## src/rtl/bus_seq_pkg.sv

```systemverilog
package bus_seq_pkg;

  typedef enum logic [0:0] {
    SEQ_IDLE = 1'b0,
    SEQ_BUSY = 1'b1
  } seq_state_e;

  // transfer-size codes on the bus
  localparam logic [1:0] TSZ_WORD  = 2'b00;
  localparam logic [1:0] TSZ_BYTE  = 2'b01;
  localparam logic [1:0] TSZ_HALF  = 2'b10;
  localparam logic [1:0] TSZ_THREE = 2'b11;

  typedef struct packed {
    logic [1:0] tsize;
    logic       burst;
    logic [3:0] lanes;
  } beat_attr_t;

endpackage

```

## src/rtl/bus_rst_sync.sv

```systemverilog
module bus_rst_sync #(
  parameter int STAGES = 2
) (
  input  logic clk,
  input  logic rst_n,
  output logic rst_sync_n
);
  logic [STAGES-1:0] sync_q;

  always_ff @(posedge clk or negedge rst_n) begin
    if (!rst_n) sync_q <= '0;
    else        sync_q <= {sync_q[STAGES-2:0], 1'b1};
  end

  assign rst_sync_n = sync_q[STAGES-1];
endmodule

```

## src/rtl/bus_lane_dec.sv

```systemverilog
module bus_lane_dec
  import bus_seq_pkg::*;
#(
  parameter int LANES = 4,
  localparam int OFF_W = $clog2(LANES)
) (
  input  logic [OFF_W-1:0] byte_off,
  input  logic [1:0]       len_code,
  input  logic             fill,
  output beat_attr_t       attr,
  output logic             misalign
);
  logic [OFF_W+1:0] nbytes;
  logic [OFF_W+1:0] end_pos;
  logic [LANES-1:0] lane_en;

  always_comb begin
    nbytes  = (len_code == TSZ_WORD) ? (OFF_W+2)'(LANES) : (OFF_W+2)'(len_code);
    end_pos = (OFF_W+2)'(byte_off) + nbytes;
  end

  for (genvar i = 0; i < LANES; i++) begin : g_lane
    assign lane_en[i] = fill |
                        (((OFF_W+2)'(i) >= (OFF_W+2)'(byte_off)) &&
                         ((OFF_W+2)'(i) <  end_pos));
  end

  always_comb begin
    attr.burst = fill;
    attr.tsize = fill ? TSZ_WORD : len_code;
    attr.lanes = lane_en;
    misalign   = !fill && (end_pos > (OFF_W+2)'(LANES));
  end
endmodule

```

## src/rtl/bus_beat_ctrl.sv

```systemverilog
module bus_beat_ctrl
  import bus_seq_pkg::*;
#(
  parameter int ADDR_W     = 32,
  parameter int LINE_WORDS = 4,
  localparam int WIDX_W    = $clog2(LINE_WORDS)
) (
  input  logic              clk,
  input  logic              rst_sync_n,
  input  logic              req_valid,
  input  logic [ADDR_W-1:0] req_addr,
  input  logic              req_fill,
  input  beat_attr_t        dec_attr,
  input  logic              dec_misalign,
  input  logic              beat_ack,
  output logic              req_ready,
  output logic              req_err,
  output logic              beat_valid,
  output logic [ADDR_W-1:0] beat_addr,
  output beat_attr_t        beat_attr,
  output logic              beat_last
);
  localparam logic [WIDX_W-1:0] TOP_WORD = WIDX_W'(LINE_WORDS - 1);

  seq_state_e        state_q, state_d;
  logic [ADDR_W-1:0] addr_q, addr_d;
  beat_attr_t        attr_q, attr_d;
  logic              err_q, err_d;
  logic              run_q;
  logic              accept, advance, at_top;

  assign at_top  = (addr_q[WIDX_W+1:2] == TOP_WORD);
  assign accept  = run_q && (state_q == SEQ_IDLE) && req_valid;
  assign advance = (state_q == SEQ_BUSY) && beat_ack;

  always_comb begin
    state_d = state_q;
    addr_d  = addr_q;
    attr_d  = attr_q;
    err_d   = 1'b0;
    if (accept) begin
      if (dec_misalign) begin
        err_d = 1'b1;
      end else begin
        state_d = SEQ_BUSY;
        attr_d  = dec_attr;
        addr_d  = req_fill ? {req_addr[ADDR_W-1:2], 2'b00} : req_addr;
      end
    end else if (advance) begin
      if (beat_last) begin
        state_d = SEQ_IDLE;
        attr_d  = '0;
        addr_d  = '0;
      end else begin
        addr_d = addr_q + ADDR_W'(4);
      end
    end
  end

  always_ff @(posedge clk or negedge rst_sync_n) begin
    if (!rst_sync_n) begin
      state_q <= SEQ_IDLE;
      addr_q  <= '0;
      attr_q  <= '0;
      err_q   <= 1'b0;
      run_q   <= 1'b0;
    end else begin
      run_q <= 1'b1;
      err_q <= err_d;
      if (accept || advance) begin
        state_q <= state_d;
        addr_q  <= addr_d;
        attr_q  <= attr_d;
      end
    end
  end

  assign req_ready  = run_q && (state_q == SEQ_IDLE);
  assign req_err    = err_q;
  assign beat_valid = (state_q == SEQ_BUSY);
  assign beat_addr  = addr_q;
  assign beat_attr  = attr_q;
  assign beat_last  = beat_valid && (!attr_q.burst || at_top);


  burst_tsize_chk: assert property (@(posedge clk) disable iff (!rst_sync_n)
    beat_valid && beat_attr.burst |-> beat_attr.tsize == TSZ_WORD && beat_attr.lanes == '1);


  burst_step_chk: assert property (@(posedge clk) disable iff (!rst_sync_n)
    beat_valid && beat_ack && !beat_last |=> beat_valid && beat_addr == $past(beat_addr) + ADDR_W'(4));


  last_release_chk: assert property (@(posedge clk) disable iff (!rst_sync_n)
    beat_valid && beat_ack && beat_last |=> !beat_valid && req_ready);


  hold_stable_chk: assert property (@(posedge clk) disable iff (!rst_sync_n)
    beat_valid && !beat_ack |=> beat_valid && $stable(beat_addr) && $stable(beat_attr) && $stable(beat_last));


  err_no_beat_chk: assert property (@(posedge clk) disable iff (!rst_sync_n)
    req_err |-> !beat_valid && !$past(req_err));


  single_last_chk: assert property (@(posedge clk) disable iff (!rst_sync_n)
    beat_valid && !beat_attr.burst |-> beat_last);


  ready_idle_chk: assert property (@(posedge clk) disable iff (!rst_sync_n)
    req_ready |-> !beat_valid);
endmodule

```

## src/rtl/bus_xfer_seq.sv

```systemverilog
module bus_xfer_seq
  import bus_seq_pkg::*;
#(
  parameter int ADDR_W     = 32,
  parameter int LINE_WORDS = 4,
  parameter int RST_STAGES = 2
) (
  input  logic              clk,
  input  logic              rst_n,
  input  logic              req_valid,
  input  logic [ADDR_W-1:0] req_addr,
  input  logic              req_fill,
  input  logic [1:0]        req_len,
  output logic              req_ready,
  output logic              req_err,
  output logic              beat_valid,
  input  logic              beat_ack,
  output logic [ADDR_W-1:0] beat_addr,
  output logic [1:0]        beat_tsize,
  output logic              beat_burst,
  output logic [3:0]        beat_lanes,
  output logic              beat_last
);
  logic       rst_sync_n;
  beat_attr_t dec_attr, cur_attr;
  logic       dec_misalign;

  bus_rst_sync #(.STAGES(RST_STAGES)) u_rst (
    .clk        (clk),
    .rst_n      (rst_n),
    .rst_sync_n (rst_sync_n)
  );

  bus_lane_dec #(.LANES(4)) u_dec (
    .byte_off (req_addr[1:0]),
    .len_code (req_len),
    .fill     (req_fill),
    .attr     (dec_attr),
    .misalign (dec_misalign)
  );

  bus_beat_ctrl #(.ADDR_W(ADDR_W), .LINE_WORDS(LINE_WORDS)) u_ctrl (
    .clk          (clk),
    .rst_sync_n   (rst_sync_n),
    .req_valid    (req_valid),
    .req_addr     (req_addr),
    .req_fill     (req_fill),
    .dec_attr     (dec_attr),
    .dec_misalign (dec_misalign),
    .beat_ack     (beat_ack),
    .req_ready    (req_ready),
    .req_err      (req_err),
    .beat_valid   (beat_valid),
    .beat_addr    (beat_addr),
    .beat_attr    (cur_attr),
    .beat_last    (beat_last)
  );

  assign beat_tsize = cur_attr.tsize;
  assign beat_burst = cur_attr.burst;
  assign beat_lanes = cur_attr.lanes;
endmodule

```

## config.mk

```make
export PLATFORM = sky130hd
export DESIGN_NAME = bus_xfer_seq
export DESIGN_NICKNAME = d
export VERILOG_FILES = /design/src/rtl/bus_seq_pkg.sv /design/src/rtl/bus_rst_sync.sv /design/src/rtl/bus_lane_dec.sv /design/src/rtl/bus_beat_ctrl.sv /design/src/rtl/bus_xfer_seq.sv
export SDC_FILE = /design/constraint.sdc
export NUM_CORES = 1
export LEC_CHECK = 0
export ABC_AREA = 1
export CAP_MARGIN = 10
export CORE_ASPECT_RATIO = 2
export CORE_MARGIN = 8
export CORE_UTILIZATION = 46
export CTS_BUF_LIST = sky130_fd_sc_hd__clkbuf_8
export CTS_CLUSTER_SIZE = 8
export DETAILED_ROUTE_END_ITERATION = 8
export GPL_TIMING_DRIVEN = 0
export HOLD_SLACK_MARGIN = 0.02
export PLACE_DENSITY = 0.79
export SLEW_MARGIN = 20
export SYNTH_ARGS = -nofsm -noshare
export SYNTH_HDL_FRONTEND = slang
export SYNTH_SLANG_ARGS = --single-unit
```

## constraint.sdc

```tcl
create_clock -name clk -period 1.3 [get_ports clk]
set_input_delay 0.26 -clock clk [delete_from_list [all_inputs] [get_ports clk]]
set_output_delay 0.26 -clock clk [all_outputs]
set_load 0.03 [all_outputs]
```

==> results by group, run 1 <==
Floorplan
  • IO Count: 82
  • Die height: ~130 um
  • Num rows: between 40 and 50
  • Core box area: 6621 um^2
  • Die Wd: 74.53 um
  • Initial core utilization: 0.4760
  • Die area: about 9900 um^2

Route
  • Highest Signal Layer: met4
  • Vias per inst: 5.179
  • Drt wl/cell: 16.76 um
  • Final ANT Viol Nets: 0
  • DRC Markers: 0
  • Routed wl met3: 587 um
  • Vias: ~3600
  • Met2 Routed Length: 6249 um
  • Initial drt markers: approximately 230
  • M1 WL: 4012 um
  • Initial DRT Pass Iterations: 5
  • Routed wire length: 11500 um

Flow run
  • Max Cap Viol: 0

Placement
  • Placed insts: 654
  • Post-DP HPWL: 8382 um
  • IO Port Bufs: 81
  • Routability-driven placement congestion ratio: 0.9331
  • Post-Place Cell Area: 4104 um^2
  • Setup WS pre-CTS: -1.301 ns

Clocking
  • CTS root buffer: clkbuf_8
  • Hold buffers post-CTS: 0
  • Clk slew on worst S/H paths: 0.08 ns
  • Worst-Skew Late Latency: 0.31 ns
  • Clock tree buffer depth: 2
  • CTS buffer count: 5
  • # clock sinks: 44
  • CTS tree: built
  • H-tree depth: 2

Outcome
  • Status: finished with violations
  • Failing checks: negative setup slack

Worst setup path
  • Critical path required time: 1.50 ns
  • CP Class: primary input to flip-flop
  • CP max FO: 10
  • CP Capture Type: flip-flop
  • CP startpoint kind: primary input
  • Arrival time worst endpoint: 1.85 ns

Pwr
  • Static Leak: approximately 2.3 nW
  • Combinational share of power: 0.567
  • Switching part of the total power: 0.4795
  • Worst VDD drop: approximately 0.0016 V
  • Internal power: 4.301 mW
  • PD cells: 1823 nW/um^2
  • Total power draw: 8.264 mW
  • Flop pwr share: 0.295
  • Sw Pwr: 3.963 mW
  • Clk pwr share: 0.139

Final layout
  • Fin util: 0.6846
  • Commonest non-fill, non-tap cell in the layout: nand2_1
  • Share of layout cells above drive strength 1: 0.2893
  • # diodes: 0
  • Nets: 640
  • Non-Filler Instances: approximately 700
  • Fillers: 626
  • Final instance area: 4533 um^2
  • Commonest non-fill, non-tap cells in the layout: nand2_1, nor2_1, inv_1
  • P&R area growth vs syn: 43.83%

Synth
  • Yosys cell types: 34
  • Ys async rst share: 1.000
  • Post-Syn Instances: 484
  • Synth warnings: 0
  • Sequential area share after synthesis: 0.3493
  • Synth area leader: dfrtp_1
  • Synthesized area per cell: between 6 and 7 um^2
  • Area share of the largest cell type after synthesis: 0.3493
  • Seq cells post-synth: 44
  • Mapped cell area: between 3000 and 4000 um^2
  • Post-synth EDFFs: 0
  • Synth Flop Type: dfrtp_1
  • Synth area leaders: dfrtp_1, nand2_1, nand3_1

Timing
  • RSZ-0062 raised after global routing: yes
  • Slew @ Worst Pin: about 0.6 ns
  • Clk_skew: between 0.01 and 0.015 ns
  • Setup violations, final: 46
  • Slew margin rel.: 0.6093
  • Fin Setup TNS: -13.12 ns
  • Min Hold Slack: 0.1073 ns
  • Period utilisation layout: 1.269
  • Tmin final: 1.650 ns
  • Max Slew Vio Count: 0
  • Max frequency: a little over 0.6 GHz
  • Final Hold Viols: 0
  • Final Worst Setup Slack: -0.3499 ns

Global routing
  • GR Overflow Total: 0
  • Gr usage total: 0.2342
  • Pin count of the biggest net entering global routing: 43
  • Vias in the first global route: 3663
  • Global-route wire length before repair: 17910 um
  • Initial antenna violation count: 0

Hold path
  • Worst Hold Class: primary input to async pin
[cell type report]
type | count | area [um^2] | area share
Multi-Input combinational cell | 374 | 1933 | 0.4264
Sequential cell | 44 | 1120 | 0.2470
Timing Repair Buffer | 104 | 907.1 | 0.2001
Inverter | 54 | 207.7 | 0.04582
Buffer | 14 | 133.9 | 0.02953
Tap cell | 88 | 110.1 | 0.02429
Clock buffer | 6 | 82.58 | 0.01822
Clock inverter | 2 | 38.79 | 0.008556
[metal layers]
| metal | track usage | vias to the layer above |
|---|---|---|
| met3 | 0.04996 | 42 |
| met5 | 0 | - |
| li1 | - | 1739 |
| met4 | 0.1297 | 0 |
| met2 | 0.4341 | 108 |
| met1 | 0.2200 | 1664 |
[cells by family (layout without fill, tap and decap cells)]
logic type / count (synthesis) / count (layout) / share of synthesized area
AO/OA/AOI/OAI: 47 / 47 / 0.08099
adder cells (fa/ha/maj): 4 / 4 / 0.01826
buffers and inverters: 68 / 180 / 0.09885
flip-flops: 44 / 44 / 0.3493
other: 1 / 2 / 0.001190
AND/OR/NAND/NOR: 320 / 321 / 0.4514
[registers in the layout (all words and copies together) (netlist names)]
register and cells:
u_ctrl.beat_valid 1, u_rst.sync_q 2, u_ctrl.run_q 1, u_ctrl.beat_addr 32
u_ctrl.req_err 1, u_ctrl.beat_attr 7
[worst paths after layout]
| kind | from | to | slack, ns | depth (start not counted) |
|---|---|---|---|---|
| worst max-delay path | req_len[0] | u_ctrl.beat_addr[3] | -0.35 | 13 |
| worst min-delay path | rst_n | u_rst.sync_q[1] | 0.11 | 1 |
| worst max register to register | u_ctrl.beat_addr[2] | u_ctrl.beat_addr[18] | -0.35 | 10 |
| worst min register to register | u_rst.sync_q[1] | u_ctrl.beat_addr[2] | 0.33 | 0 |
| max in group asynchronous | u_rst.sync_q[1] | u_ctrl.beat_addr[8] | 0.53 | 0 |
| min in group clk | req_len[1] | u_ctrl.beat_attr[6] | 0.26 | 3 |
[repair_timing]
item                                    in CTS  in global routing
endpoints found under the setup margin      84                 59
gates cloned                                 2                  2
pin swaps                                   11                 19
resized for setup                          239                 54
setup buffers                               13                  7
[cell usage after synthesis, drive strengths merged (3+ instances only)]
cell type and count:
nand2 201, inv 54, nor2 60, ha 3, a21oi 8, nand4 3, nand3 48, nor3 3
buf 12, nand3b 3, dfrtp 44, o21ai 34
[critical path: stages]
cell and delay (ns):
buf_8 0.10, ha_4 0.15, inv_2 0.05, fa_2 0.43, inv_2 0.09, nor2_4 0.04, nand2_1 0.06, nand3_2 0.10
nand2_4 0.15, nand2_8 0.09, buf_6 0.17, nand2_1 0.09, nand2_1 0.05
[power groups by stage]
stage | registers [mW] | logic (mW) | clock network [mW]
after floorplan | 3.09 | 1.73 | 0
after global placement | 2.38 | 4.04 | 0
after detailed placement | 2.39 | 4.11 | 0
after CTS | 2.39 | 4.30 | 1.17
after global routing | 2.51 | 4.99 | 1.22
final | 2.44 | 4.68 | 1.15
No activity file was read; power rests on OpenSTA's default activity.
==> run 2: changes to the inputs <==
PLACE_DENSITY = 0.87   (was 0.79)
==> run 2 against run 1 <==
The run still ends with negative setup slack left; cell area increased by 5.1%; sequential power about the same; via count increased by 11%; global-route usage increased by 1.8 points; non-clock buffer count increased by 10; total power increased by 8.7%; critical path depth increased by 1; core utilization increased by 3.5 points; combinational power increased by 15%; wire length increased by 17%; critical path type unchanged; die area unchanged; first-iteration DRC count increased by 62%; largest power group unchanged.
==> results by group, run 2 (synthesis results as in run 1) <==
Placement
  • IO Port Bufs: 81
  • Post-DP HPWL: roughly 8500 um
  • Routability-driven placement congestion ratio: 0.9302

Route
  • Vias: 3939
  • Routed wire length: 13480 um
  • DRC Markers: 0
  • Final ANT Viol Nets: 0
  • Initial DRT Pass Iterations: 6
  • Drt wl/cell: between 15 and 20 um
  • Initial drt markers: 371
  • Vias per inst: 5.659

Timing
  • Max Slew Vio Count: 0
  • Slew @ Worst Pin: 1.005 ns
  • Tmin final: ~1.8 ns
  • Fin Setup TNS: -15.81 ns
  • Max frequency: 0.5587 GHz
  • Final Worst Setup Slack: -0.4898 ns
  • Slew margin rel.: 0.3303
  • Period utilisation layout: 1.377
  • Clk_skew: 0.007723 ns
  • Setup violations, final: 45
  • RSZ-0062 raised after global routing: yes
  • Final Hold Viols: 0

Final layout
  • Share of layout cells above drive strength 1: 0.3372
  • Fillers: 536
  • P&R area growth vs syn: 51.17%
  • Fin util: 0.7196
  • Nets: 650
  • Max FFs per register: 32
  • # diodes: 0
  • Commonest non-fill, non-tap cell in the layout: nand2_1
  • Commonest non-fill, non-tap cells in the layout: nand2_1, inv_1, nor2_1

Pwr
  • Worst VDD drop: 0.001843 V
  • Static Leak: 2.378 nW
  • PD cells: 1885 nW/um^2

Clocking
  • Worst-Skew Late Latency: around 0.33 ns
  • CTS tree: built
  • Clock tree buffer depth: 2
  • H-tree depth: 2
  • Clk slew on worst S/H paths: 0.10 ns
  • CTS buffer count: 5
  • # clock sinks: 44
  • Hold buffers post-CTS: 0
  • CTS root buffer: clkbuf_8

Global routing
  • Global-route wire length before repair: 19280 um
  • Most Crowded Layer GR: met2
  • Pin count of the biggest net entering global routing: 43
  • GR Overflow Total: 0
  • Met3 usage: 0.05223
  • Vias in the first global route: about 4000
  • Initial antenna violation count: 0
  • Met1 usage: 0.2363
  • Met2 usage: 0.4493
  • Gr usage total: 0.2524

Worst setup path
  • Worst path cell trace: buf_8 -> ha_4 -> inv_4 -> fa_2 -> inv_2 -> nor2_4 -> nand2_2 -> nand3_4 -> nand2_8 -> nand2_8 -> buf_8 -> o21ai_2 -> nand2_1 -> nand2_1
  • CP Class: primary input to flip-flop
  • Critical path required time: 1.52 ns
  • CP Capture Type: flip-flop
  • Arrival time worst endpoint: 2.01 ns
  • CP bufs+invs: 4
  • CP startpoint kind: primary input
  • CP top delay family: simple AND/OR/NAND/NOR gates
  • CP max FO: 5
  • Max stage delay on crit path: 0.53 ns
  • CP max stage cell: fa_2

Flow run
  • Max Cap Viol: 0

Floorplan
  • Num rows: 42
  • IO Count: 82
  • Core box area: 6621 um^2
  • Die area: 9917 um^2
  • Die height: 133.1 um
  • Die Wd: 74.53 um
  • Initial core utilization: 0.4760

Outcome
  • Failing checks: negative setup slack
  • Status: finished with violations

Hold path
  • Worst Hold Class: primary input to async pin
run 2: stage by stage:
stage	cell area (um^2)	hold slack (ns)	worst slack, ns	power [mW]	cells
2_1_floorplan	3183	-0.03559	-0.4398	4.814	485
3_3_place_gp	4104	0.3358	-1.251	6.393	654
3_5_place_dp	4104	0.3364	-1.333	6.486	654
4_1_cts	4449	0.08761	-0.3730	7.969	682
5_1_grt	4765	0.08465	-0.5161	9.380	696
6_report	4765	0.08217	-0.4898	8.982	696
run 2: what timing repair did:
| item | CTS | global route |
|---|---|---|
| buffers inserted | 17 | 15 |
| gates cloned | 3 | 2 |
| pin swaps | 12 | 23 |
| endpoints found under the setup margin | 84 | 57 |
| resized for setup | 257 | 92 |
run 2: metal layers:
metal / wire, um / share of wire
met1: 4262 / 0.32
met2: 7278 / 0.54
met3: 1036 / 0.077
met4: 901 / 0.067
met5: 0 / 0
run 2: layout make-up:
| type | instances | area, um^2 | area share |
|---|---|---|---|
| Buffer | 14 | 161.4 | 0.03388 |
| Clock buffer | 5 | 68.82 | 0.01444 |
| Clock inverter | 3 | 46.29 | 0.009716 |
| Inverter | 54 | 212.7 | 0.04464 |
| Multi-Input combinational cell | 374 | 2038 | 0.4278 |
| Sequential cell | 44 | 1122 | 0.2356 |
| Tap cell | 88 | 110.1 | 0.02311 |
| Timing Repair Buffer | 114 | 1005 | 0.2109 |
run 2: final timing paths:
check | slack, ns | from | cells past startpoint | to
max | -0.49 | req_addr[0] | 14 | u_ctrl.beat_addr[21]
min | 0.08 | rst_n | 1 | u_rst.sync_q[0]
max reg2reg | -0.41 | u_ctrl.beat_addr[2] | 9 | u_ctrl.beat_addr[10]
min reg2reg | 0.36 | u_rst.sync_q[0] | 0 | u_rst.sync_q[1]
max in group asynchronous | 0.15 | u_rst.sync_q[1] | 0 | u_ctrl.beat_addr[25]
min in group clk | 0.27 | req_len[1] | 3 | u_ctrl.beat_attr[6]
run 2: power breakdown:
part           total [mW]  internal, mW  switching, mW
sequential           2.47          1.83          0.643
combinational        5.36          2.18           3.17
clock                1.15         0.580          0.574
total                8.98          4.59           4.39
==> run 3: changes to the inputs <==
CORE_MARGIN = 2   (was 8)
CORE_UTILIZATION = 60   (was 46)
DONT_BUFFER_PORTS = 1   (was default)
==> run 3 against run 2 <==
Sequential power up 39%; via count shrank 5.3%; critical endpoint is now u_ctrl.beat_addr[28]; clock power about the same; the flow still finishes with violations (negative setup slack); sequential cell count is the same; clock skew shrank 0.00078 ns; maximum frequency is 13% lower; first-iteration DRC count shrank 16%.
==> results by group, run 3 (synthesis results as in run 1) <==
Outcome
  • Status: finished with violations
  • Failing checks: negative setup slack

Global routing
  • Initial antenna violation count: 0
  • Met3 usage: 0.1290
  • Met1 usage: 0.3656
  • Most Crowded Layer GR: met2
  • Pin count of the biggest net entering global routing: 43
  • Met2 usage: 0.6947
  • Gr usage total: 0.4128
  • GR Overflow Total: 0
  • Global-route wire length before repair: between 15000 and 20000 um
  • Vias in the first global route: 3751

Worst setup path
  • Arrival time worst endpoint: 2.29 ns
  • Worst r2r src: u_ctrl.beat_addr[2]
  • Critical path required time: about 1.5 ns
  • Worst path cell trace: ha_4 -> nand2_4 -> nor2_4 -> buf_6 -> nand3_4 -> nor2_4 -> nand3b_1 -> nand3_1 -> nand2_1 -> nand2_1 -> nand2_1
  • CP Capture Type: flip-flop
  • Max stage delay on crit path: 0.53 ns
  • Worst setup path start: u_ctrl.beat_addr[2]
  • Most used cell, CP: nand2_1
  • CP startpoint kind: flip-flop
  • CP max FO: 5
  • R2R cell count: 11
  • CP top delay family: simple AND/OR/NAND/NOR gates
  • CP bufs+invs: 1
  • Reg-to-Reg End: u_ctrl.beat_addr[28]
  • CP max stage cell: dfrtp_2
  • WP depth: 11
  • Worst setup path endpoint: u_ctrl.beat_addr[28]
  • CP Class: flip-flop to flip-flop
  • Reg2reg setup slack: -0.77 ns

Timing
  • Fin Setup TNS: -21.40 ns
  • Tmin final: 2.067 ns
  • Setup violations, final: 43
  • Slew margin rel.: 0.3573
  • Slew @ Worst Pin: ~0.96 ns
  • Final Hold Viols: 0
  • Period utilisation layout: 1.590
  • RSZ-0062 raised after global routing: yes
  • Max Slew Vio Count: 0
  • Final Worst Setup Slack: -0.7671 ns
  • Max frequency: ~0.48 GHz
  • Clk_skew: 0.006947 ns

Final layout
  • Nets: 562
  • Footprint of the multi-input gates: ~2100 um^2
  • Commonest non-fill, non-tap cells in the layout: nand2_1, inv_1, nor2_1
  • Total area of sequential cells: 1137 um^2
  • Final instance area: 4183 um^2
  • Max FFs per register: 32
  • Fillers: 312
  • P&R area growth vs syn: 32.71%
  • Commonest non-fill, non-tap cell in the layout: nand2_1
  • Share of layout cells above drive strength 1: 0.3038
  • Non-Filler Instances: 578
  • Fin util: 0.8214
  • # diodes: 0

Pwr
  • Internal power: 4.094 mW
  • Worst VDD drop: 0.002363 V
  • Clk pwr share: 0.139
  • Switching part of the total power: 0.5154
  • PD cells: 2020 nW/um^2
  • Total power draw: 8.448 mW
  • Static Leak: ~2 nW
  • Sw Pwr: 4.354 mW
  • Combinational share of power: 0.454
  • Flop pwr share: 0.406

Placement
  • Post-DP HPWL: 7386 um
  • Post-Place Cell Area: 3256 um^2
  • Routability-driven placement congestion ratio: between 0.9 and 1
  • IO Port Bufs: 0
  • Placed insts: between 500 and 600

Route
  • Vias per inst: approximately 6.5
  • Initial drt markers: 310
  • Drt wl/cell: 22.42 um
  • Initial DRT Pass Iterations: 6
  • Routed wire length: 12960 um
  • Vias: around 3700
  • Final ANT Viol Nets: 0
  • DRC Markers: 0

Clocking
  • CTS buffer count: 5
  • H-tree depth: 2
  • Clk slew on worst S/H paths: 0.09 ns
  • Worst-Skew Late Latency: 0.33 ns
  • Clock tree buffer depth: 2
  • CTS tree: built
  • # clock sinks: 44
  • CTS root buffer: clkbuf_8

Floorplan
  • Initial core utilization: 0.6189
  • Die area: 5884 um^2
  • IO Count: 82
  • Die Wd: 55.25 um
  • Die height: 106.5 um
  • Core box area: around 5100 um^2
  • Num rows: 37

Flow run
  • Max Cap Viol: 0

Hold path
  • Worst Hold Class: primary input to flip-flop
==> run 3: changes by cell type in the layout (fill, tap and decap cells not counted), sizes merged <==
| cell | change |
|---|---|
| dlygate4sd3 | +2 |
| clkinvlp | -1 |
| inv | -2 |
| clkdlybuf4s50 | -34 |
| clkdlybuf4s18 | -1 |
| clkbuf | +1 |
| clkinv | +2 |
| buf | -48 |
| clkdlybuf4s15 | -7 |
==> run 3: stage by stage <==
step | setup WS (ns) | hold slack, ns
after floorplan | -0.4398 | -0.03559
after global placement | -0.6244 | -0.03555
after detailed placement | -0.7072 | -0.03553
after CTS | -0.4592 | 0.02318
after global routing | -0.7813 | 0.08131
final | -0.7671 | 0.07644
==> run 3: per-layer routing <==
layer / routed length [um] / up-vias
met5: 0 / -
met4: 1588 / 0
met3: 1303 / 130
met2: 6355 / 288
met1: 3713 / 1712
li1: - / 1599
==> run 3: worst register-to-register path, stage by stage, from the launching register on <==
cell	delay, ns
dfrtp_2	0.53
ha_4	0.23
nand2_4	0.08
nor2_4	0.21
buf_6	0.16
nand3_4	0.09
nor2_4	0.12
nand3b_1	0.13
nand3_1	0.17
nand2_1	0.07
nand2_1	0.09
nand2_1	0.07
==> run 3: worst min-delay path by stage <==
stage          slack, ns                   to  cells past startpoint         from
2_1_floorplan      -0.04      u_rst.sync_q[0]                      0        rst_n
3_5_place_dp       -0.04      u_rst.sync_q[0]                      0        rst_n
5_1_grt             0.08  u_ctrl.beat_addr[0]                      2  req_addr[0]
6_report            0.08  u_ctrl.beat_addr[0]                      2  req_addr[0]
4_1_cts             0.02  u_ctrl.beat_attr[6]                      1     req_fill
3_3_place_gp       -0.04      u_rst.sync_q[0]                      0        rst_n
==> run 3: cell type report <==
type | instances | area share
inverter | 54 | 0.05564
timing repair buffer | 27 | 0.09004
clock inverter | 2 | 0.009273
multi-input combinational | 374 | 0.4981
sequential | 44 | 0.2719
clock buffer | 6 | 0.01974
tap | 58 | 0.01735
buffer | 13 | 0.03799
==> run 3: timing repair <==
item / 4_1_cts / 5_1_grt
hold buffers: 1 / 1
cloned: 7 / 2
setup buffers: 11 / 10
endpoints found under the setup margin: 42 / 43
hold endpoints to repair: 2 / 1
pin swaps: 21 / 25
gates resized for setup: 85 / 67
==> run 3: power by group through the flow <==
stage               registers, mW  logic (mW)  clock network, mW
global route                 3.47        4.01               1.23
global placement             3.26        2.11                  0
floorplan                    3.09        1.73                  0
CTS                          3.33        3.20               1.16
finish                       3.43        3.84               1.18
detailed placement           3.28        2.21                  0
